## config.mk

```make
export PLATFORM = sky130hd
export DESIGN_NAME = sample_fmt_testmux
export DESIGN_NICKNAME = d
export VERILOG_FILES = /design/src/rtl/sfm_pkg.sv /design/src/rtl/sfm_quantizer.sv /design/src/rtl/sfm_pin_map.sv /design/src/rtl/sfm_diag_mux.sv /design/src/rtl/sample_fmt_testmux.sv
export SDC_FILE = /design/constraint.sdc
export NUM_CORES = 1
export LEC_CHECK = 0
export ABC_AREA = 1
export ABC_CLOCK_PERIOD_IN_PS = 3000
export BUFFER_PORTS_ARGS = -buffer_cell sky130_fd_sc_hd__buf_2
export CAP_MARGIN = 15
export CORE_MARGIN = 8
export CORE_UTILIZATION = 49
export CTS_BUF_LIST = sky130_fd_sc_hd__clkbuf_2
export CTS_CLUSTER_DIAMETER = 150
export DETAILED_ROUTE_END_ITERATION = 7
export PLACE_DENSITY = 0.88
export SETUP_SLACK_MARGIN = 0.3
export SYNTH_ARGS = -nofsm -noshare
export SYNTH_HDL_FRONTEND = slang
export SYNTH_HIERARCHICAL = 1
export SYNTH_SLANG_ARGS = --single-unit
export TNS_END_PERCENT = 50
```

## constraint.sdc

```tcl
create_clock -name clk -period 3 [get_ports clk]
set_input_delay 0.3 -clock clk [delete_from_list [all_inputs] [get_ports clk]]
set_output_delay 0.3 -clock clk [all_outputs]
set_load 0.01 [all_outputs]
```

## src/rtl/sfm_pkg.sv

```systemverilog
package sfm_pkg;
  localparam int PIN_W   = 3;
  localparam int NUM_THR = 3;
  localparam int MID_IDX = 1;

  typedef enum logic [1:0] {
    TSEL_FLAGS  = 2'b00,
    TSEL_PUMP   = 2'b01,
    TSEL_COUNT  = 2'b10,
    TSEL_SAMPLE = 2'b11
  } tsel_e;
endpackage

```

## src/rtl/sfm_quantizer.sv

```systemverilog
module sfm_quantizer #(
  parameter int W    = 8,
  parameter int NTHR = 3,
  localparam int LVL_W = $clog2(NTHR + 1)
) (
  input  logic [W-1:0]      sample,
  input  logic [NTHR*W-1:0] thr_flat,
  output logic              sign,
  output logic [NTHR-1:0]   above,
  output logic [LVL_W-1:0]  level
);
  logic [W-1:0] absval;

  assign sign   = sample[W-1];
  // Two's-complement negate; the most negative code maps to 2^(W-1) unsigned.
  assign absval = sign ? (~sample + W'(1)) : sample;

  for (genvar i = 0; i < NTHR; i++) begin : g_cmp
    assign above[i] = absval > thr_flat[i*W +: W];
  end

  always_comb begin
    level = '0;
    for (int i = 0; i < NTHR; i++) level = level + LVL_W'(above[i]);
  end
endmodule

```

## src/rtl/sfm_pin_map.sv

```systemverilog
module sfm_pin_map (
  input  logic       mag1_sel,
  input  logic       sign,
  input  logic       mag1,
  input  logic [1:0] mag2,
  output logic [2:0] smp_pins
);
  always_comb begin
    if (mag1_sel) smp_pins = {sign, mag1, 1'b0};
    else          smp_pins = {mag2[1], mag2[0], sign};
  end
endmodule

```

## src/rtl/sfm_diag_mux.sv

```systemverilog
module sfm_diag_mux
  import sfm_pkg::*;
(
  input  tsel_e      sel,
  input  logic [2:0] smp_pins,
  input  logic [2:0] count_grp,
  input  logic [2:0] pump_grp,
  input  logic [2:0] flag_grp,
  output logic [2:0] pin_next
);
  always_comb begin
    unique case (sel)
      TSEL_SAMPLE: pin_next = smp_pins;
      TSEL_COUNT:  pin_next = count_grp;
      TSEL_PUMP:   pin_next = pump_grp;
      default:     pin_next = flag_grp;
    endcase
  end
endmodule

```

## src/rtl/sample_fmt_testmux.sv

```systemverilog
module sample_fmt_testmux
  import sfm_pkg::*;
#(
  parameter int SAMPLE_W = 8
) (
  input  logic                clk,
  input  logic                rst,
  input  logic                smp_en,
  input  logic [SAMPLE_W-1:0] smp_data,
  input  logic [SAMPLE_W-1:0] thr_lo,
  input  logic [SAMPLE_W-1:0] thr_mid,
  input  logic [SAMPLE_W-1:0] thr_hi,
  input  logic                mag1_sel,
  input  logic [1:0]          test_sel,
  input  logic                fb_tick,
  input  logic                ref_tick,
  input  logic                hs_flag,
  input  logic                pump_up,
  input  logic                pump_dn,
  input  logic                sdo_bit,
  input  logic                diag_clk,
  input  logic                cal_done,
  input  logic                clksel_flag,
  output logic [2:0]          pins
);
  localparam int LVL_W = $clog2(NUM_THR + 1);

  logic                sign;
  logic [NUM_THR-1:0]  above;
  logic [LVL_W-1:0]    level;
  logic [2:0]          smp_pins;
  logic [2:0]          pin_next;
  logic [2:0]          pin_q;

  sfm_quantizer #(.W(SAMPLE_W), .NTHR(NUM_THR)) u_quant (
    .sample   (smp_data),
    .thr_flat ({thr_hi, thr_mid, thr_lo}),
    .sign     (sign),
    .above    (above),
    .level    (level)
  );

  sfm_pin_map u_map (
    .mag1_sel (mag1_sel),
    .sign     (sign),
    .mag1     (above[MID_IDX]),
    .mag2     (level[1:0]),
    .smp_pins (smp_pins)
  );

  sfm_diag_mux u_mux (
    .sel       (tsel_e'(test_sel)),
    .smp_pins  (smp_pins),
    .count_grp ({fb_tick, ref_tick, hs_flag}),
    .pump_grp  ({pump_up, pump_dn, sdo_bit}),
    .flag_grp  ({diag_clk, cal_done, clksel_flag}),
    .pin_next  (pin_next)
  );

  // One register for all pins: selection and data change together on the enable.
  always_ff @(posedge clk) begin
    if (rst)         pin_q <= '0;
    else if (smp_en) pin_q <= pin_next;
  end

  assign pins = pin_q;
endmodule

```

==> flow_metrics.py, run 1 <==
metrics = {
    "floorplan": {
        "io_pins": 50,
        "die_w_um": 63.2,
        "die-area_mm2": 0.00400,
        "initial_utilization_pct": 50.4,
        "dieHeight_um": 63.2,
        "design.core.area_mm2": 0.00217,
        "placementRows": 17,
    },
    "timing": {
        "relSlewSlack_pct": 80.3,
        "worstMarginPinSlew_ns": 0.294,
        "layout_min_cycle_time_ns": 2.66,
        "fmax_mhz": 376,
        "worst_slack_ns": 0.343,
        "drv_slew": 0,
        "fin_crit_sh_pct": 88.6,
        "tns_ns": 0,
        "hold_viol": 0,
        "finalSetupViolations": 0,
        "rsz0062_at_grt": "no",
        "clock-skew-final_ns": 0,
    },
    "logic_synthesis": {
        "netlist_area_mm2": 0.00109,
        "ys_ff_latch": 3,
        "ys.flop_type": "dfxtp_1",
        "synth_cells": 187,
        "ys_warn_count": 6,
        "syn_area_per_cell_um2": 5.85,
        "synth_cell_type_count": 20,
        "syn_nets": 260,
        "synthArstFlopShare_pct": 0,
        "synth_edf_count": 0,
        "yosysSeqAreaShare_pct": 5.49,
    },
    "global_route": {
        "first_global_vias": 1161,
        "grt_pass1_wl_um": 4610,
        "antenna_found_initial": 0,
        "grt_util_all_layers_pct": 13.0,
        "grt-ovfl-total": 0,
        "grt_max_degree": 12,
    },
    "layout": {
        "layout_commonest_cell": "buf_2",
        "final_util_pct": 71.5,
        "multi_input_area_um2": 972,
        "nFillCells": 186,
        "num_antenna_cells": 0,
        "area_growth_pct": 41.9,
        "seqCellArea_um2": 60.1,
        "layout_common_cells": "46 x buf_2, 41 x nand2_1, 37 x inv_1, 22 x ha_1, 16 x nor2_1",
        "layout-drive-gt1-share_pct": 38.8,
        "largest_reg_flops": 3,
        "nNetsFinal": 314,
    },
    "clock_network": {
        "postCtsHoldBufs": 0,
        "clk_transition_reported_paths_ns": 0.04,
        "clockRootBuffer": "clkbuf_2",
        "clk_path_buf_depth": 2,
        "insertion_delay_ns": 0.20,
        "numCtsBuffers": 3,
        "clock-sinks": 3,
        "cts_max_level": 1,
        "tritoncts": "done",
    },
    "setup_path": {
        "cp_top_family": "adder cells",
        "cp_max_fo": 3,
        "path_class": "in -> reg",
        "slowest_delay_ns": 0.53,
        "start_kind": "input pin",
        "worst-path-buf-inv": 3,
        "reg2reg_slack_ns": 2.46,
        "end_kind": "register",
        "cp_data_required_time_ns": 3.14,
        "path_common_cell": "nand2_1",
        "arrival_ns": 2.79,
        "crit_chain": "buf_6 > inv_4 > ha_4 > nand2_4 > o21ai_4 > xnor2_2 > ha_1 > nand2_2 > nor2_4 > nand3_2 > nor2_2 > a21oi_2 > fa_1 > nand2_1 > nand2_1 > nand3_1 > nand4_1 > inv_1 > nand2_1 > nand2_1 > nor2_1",
        "cpMaxStageDelayCell": "fa_1",
    },
    "power": {
        "power_mw": 0.333,
        "power.leakage_nw": 0.955,
        "ir_worst_vdd_mv": 0.165,
        "power_density_mw_per_mm2": 214,
    },
    "route": {
        "viasPerCell": 4.70,
        "wl_um": 3160,
        "drtIter0Drc": 33,
        "drcViolationCount": 0,
        "wl_per_cell_um": 11.8,
        "vias": 1259,
        "firstDrtPassIters": 4,
        "postRouteAntennaNets": 0,
    },
    "placed_design": {
        "pre_cts_ws_ns": 0.0727,
        "dp_hpwl_um": 2330,
        "io_buffers": 49,
        "gp_congestion": 0.901,
    },
    "hold_path": {
        "min_path_type": "in -> reg",
    },
    "run_status": {
        "status": "finished, final reports clean",
    },
    "run": {
        "max_cap_violations": 0,
    },
}
[kinds of logic after synthesis]
logic type	synth area share (%)
AND/OR/NAND/NOR	35.2
XOR/XNOR	2.40
buffers and inverters	18.9
flip-flops	5.49
adder cells (fa/ha/maj)	30.4
AO/OA/AOI/OAI	7.55
[through the flow]
stage,cell area [um2],cells,hold WS (ns)
floorplan,1090,187,0.429
global placement,1340,260,0.454
detailed placement,1340,260,0.461
CTS,1370,264,0.370
global route,1550,268,0.401
finish,1550,268,0.372
[cells in the mapped netlist, types with 2 or more instances]
master | number | share of area (%)
a21o_1 | 3 | 2.1
a21oi_1 | 9 | 4.1
buf_4 | 2 | 1.4
buf_6 | 2 | 2.1
dfxtp_1 | 3 | 5.5
ha_1 | 25 | 29
inv_1 | 39 | 13
inv_2 | 5 | 1.7
nand2_1 | 48 | 16
nand3_1 | 14 | 6.4
nand4_1 | 4 | 2.3
nor2_1 | 22 | 7.6
o21ai_1 | 3 | 1.4
xor2_1 | 2 | 1.6
[worst min-delay path, cell delays in order]
cell,delay (ns)
buf_2,0.08
inv_1,0.05
nand2_1,0.06
nor2_1,0.03
[where the power goes]
| part | switching (mW) | internal, mW |
|---|---|---|
| registers | 0.00125 | 0.0432 |
| logic | 0.129 | 0.104 |
| clock network | 0.0206 | 0.0352 |
| total | 0.150 | 0.182 |
[worst paths after layout]
kind              depth (start not counted)         from  endpoint
hold / removal                            4          rst   pins[0]
hold reg to reg                           2      pins[1]   pins[1]
setup reg to reg                          2      pins[2]   pins[2]
setup / recovery                         21  smp_data[0]   pins[1]
[routing by layer]
layer	wire [um]	global-route usage [%]	vias to the layer above
met5	0	0	-
met4	0	4.74	0
met3	143	1.77	0
met2	1730	24.2	33
met1	1290	14.5	541
li1	-	-	685
[layout make-up]
class | instances | area share (%)
multi-input cells | 135 | 62.7
repair buffers | 53 | 18.7
inverters | 45 | 11.2
flip-flops and latches | 3 | 3.87
well taps | 28 | 2.26
clock buffers | 4 | 1.29
[what timing repair did]
action / CTS / global route
resized for setup: 2 / 38
setup buffers: 0 / 4
pin swaps: 0 / 28
cloned: 0 / 0
hold endpoints to repair: 0 / 0
setup endpoints to repair: 1 / 2
Note: power is estimated with default switching activity, not from simulation.
==> run 2, diff against run 1 <==
--- a/config.mk
+++ b/config.mk
@@ -14,6 +14,7 @@
 export CTS_BUF_LIST = sky130_fd_sc_hd__clkbuf_2
 export CTS_CLUSTER_DIAMETER = 150
 export DETAILED_ROUTE_END_ITERATION = 7
+export MAX_ROUTING_LAYER = met4
 export PLACE_DENSITY = 0.88
 export SETUP_SLACK_MARGIN = 0.3
 export SYNTH_ARGS = -nofsm -noshare
==> flow_metrics.py, run 2 (same netlist as run 1, synthesis figures left out) <==
metrics = {
    "floorplan": {
        "die_w_um": 63.2,
        "placementRows": 17,
        "die-area_mm2": 0.00400,
        "io_pins": 50,
        "initial_utilization_pct": 50.4,
        "design.core.area_mm2": 0.00217,
        "dieHeight_um": 63.2,
    },
    "power": {
        "p_seq_share_pct": 13.4,
        "p_sw_mw": 0.150,
        "power.leakage_nw": 0.955,
        "combPwrFrac_pct": 69.9,
        "power_density_mw_per_mm2": 214,
        "internal_power_mw": 0.182,
        "power_frac_clock_pct": 16.8,
        "switching_share_pct": 45.2,
        "ir_worst_vdd_mv": 0.165,
    },
    "setup_path": {
        "rr_startpoint": "pins[2]",
        "crit_chain": "buf_6 > inv_4 > ha_4 > nand2_4 > o21ai_4 > xnor2_2 > ha_1 > nand2_2 > nor2_4 > nand3_2 > nor2_2 > a21oi_2 > fa_1 > nand2_1 > nand2_1 > nand3_1 > nand4_1 > inv_1 > nand2_1 > nand2_1 > nor2_1",
        "cpMaxStageDelayCell": "fa_1",
        "slowest_delay_ns": 0.53,
        "arrival_ns": 2.80,
        "cp_max_fo": 3,
        "end_kind": "register",
        "path_common_cell": "nand2_1",
        "cp_data_required_time_ns": 3.14,
        "rr_worst_depth": 2,
        "reg2reg_to": "pins[2]",
        "reg2reg_slack_ns": 2.46,
        "start_kind": "input pin",
        "path_class": "in -> reg",
    },
    "layout": {
        "area_growth_pct": 41.9,
        "num_antenna_cells": 0,
        "layout_common_cells": "46 x buf_2, 41 x nand2_1, 37 x inv_1, 22 x ha_1, 16 x nor2_1",
        "layout_commonest_cell": "buf_2",
        "layout-drive-gt1-share_pct": 38.8,
        "nFillCells": 186,
        "largest_reg_flops": 3,
        "design_area_mm2": 0.00155,
        "nNetsFinal": 314,
    },
    "hold_path": {
        "hold_depth": 4,
        "min_to": "pins[0]",
        "min_from": "rst",
        "min_path_type": "in -> reg",
    },
    "timing": {
        "drv_slew": 0,
        "clock-skew-final_ns": 0,
        "fmax_mhz": 375,
        "relSlewSlack_pct": 80.2,
        "fin_crit_sh_pct": 88.8,
        "rsz0062_at_grt": "no",
        "finalSetupViolations": 0,
        "hold_viol": 0,
        "layout_min_cycle_time_ns": 2.66,
        "worstMarginPinSlew_ns": 0.295,
        "tns_ns": 0,
    },
    "route": {
        "routed-wl-met3_um": 126,
        "met2_wirelength_um": 1730,
        "vias": 1260,
        "drtIter0Drc": 37,
        "met1_length_um": 1310,
        "wl_per_cell_um": 11.8,
        "drcViolationCount": 0,
        "postRouteAntennaNets": 0,
        "dr.max_layer_used": "met3",
        "firstDrtPassIters": 6,
        "viasPerCell": 4.70,
        "wl_um": 3170,
    },
    "clock_network": {
        "insertion_delay_ns": 0.20,
        "numCtsBuffers": 3,
        "clockRootBuffer": "clkbuf_2",
        "tritoncts": "done",
        "cts_max_level": 1,
        "clk_path_buf_depth": 2,
        "clk_transition_reported_paths_ns": 0.04,
        "clock-sinks": 3,
    },
    "run_status": {
        "status": "finished, final reports clean",
    },
    "placed_design": {
        "io_buffers": 49,
        "dp_hpwl_um": 2330,
        "gp_congestion": 0.917,
        "dpl_cell_area_mm2": 0.00134,
    },
    "global_route": {
        "first_global_vias": 1161,
        "grt-ovfl-total": 0,
        "grt_util_all_layers_pct": 13.3,
        "antenna_found_initial": 0,
        "grt_max_degree": 12,
        "grt_pass1_wl_um": 4610,
    },
    "run": {
        "max_cap_violations": 0,
    },
}
[run 2: cell counts in the layout (fill, tap and decap cells not counted)]
Identical to the previous run, type by type.
[run 2: power by group through the flow]
stage                     Combinational, mW  Clock (mW)  Sequential (mW)
after floorplan                       0.126           0           0.0469
after global placement                0.180           0           0.0451
after detailed placement              0.185           0           0.0451
after CTS                             0.189      0.0563           0.0445
after global routing                  0.265      0.0586           0.0447
final                                 0.232      0.0558           0.0444
[run 2: metrics by stage]
| stage | worst slack (ns) | utilization, % | hold WS [ns] | total power [mW] | instances |
|---|---|---|---|---|---|
| finish | 0.335 | 71.5 | 0.372 | 0.332 | 268 |
| global route | 0.166 | 71.5 | 0.401 | 0.369 | 268 |
| CTS | 0.311 | 63.2 | 0.370 | 0.290 | 264 |
| detailed placement | 0.0727 | 61.6 | 0.461 | 0.230 | 260 |
| global placement | 0.118 | 61.6 | 0.454 | 0.225 | 260 |
| floorplan | 0.401 | - | 0.429 | 0.173 | 187 |
[run 2: critical path, delay by kind of cell]
family          cells  cell delay, ns
compound gates      2            0.23
buf+inv             3            0.22
xor+xnor            1            0.12
simple gates       12            0.94
fa+ha+maj           3            0.99
[run 2: what timing repair did]
action                                  4_1_cts  5_1_grt
gates resized for setup                       2       38
hold buffers                                  0        0
endpoints found under the setup margin        1        2
buffers inserted                              0        4
endpoints found under the hold margin         0        0
pin swaps                                     0       28
[run 2: how the worst max path moves through the flow]
stage | startpoint | end | slack (ns)
after CTS | smp_data[0] | pins[1] | 0.31
after global placement | smp_data[0] | pins[1] | 0.12
final | smp_data[0] | pins[1] | 0.34
after floorplan | smp_data[0] | pins[1] | 0.40
after detailed placement | smp_data[0] | pins[1] | 0.07
after global routing | smp_data[0] | pins[1] | 0.17
[run 2: area by class of cell]
type,instances,area (um2),area share (%)
clock buffers,4,20.0,1.29
flip-flops and latches,3,60.1,3.87
well taps,28,35.0,2.26
repair buffers,53,290,18.7
inverters,45,174,11.2
multi-input cells,135,972,62.7
[run 2: metal layers]
metal | GRT usage, % | up-vias
li1 | - | 684
met1 | 14.7 | 545
met3 | 1.41 | 0
met4 | 4.74 | 0
met5 | - | -
met2 | 24.2 | 31
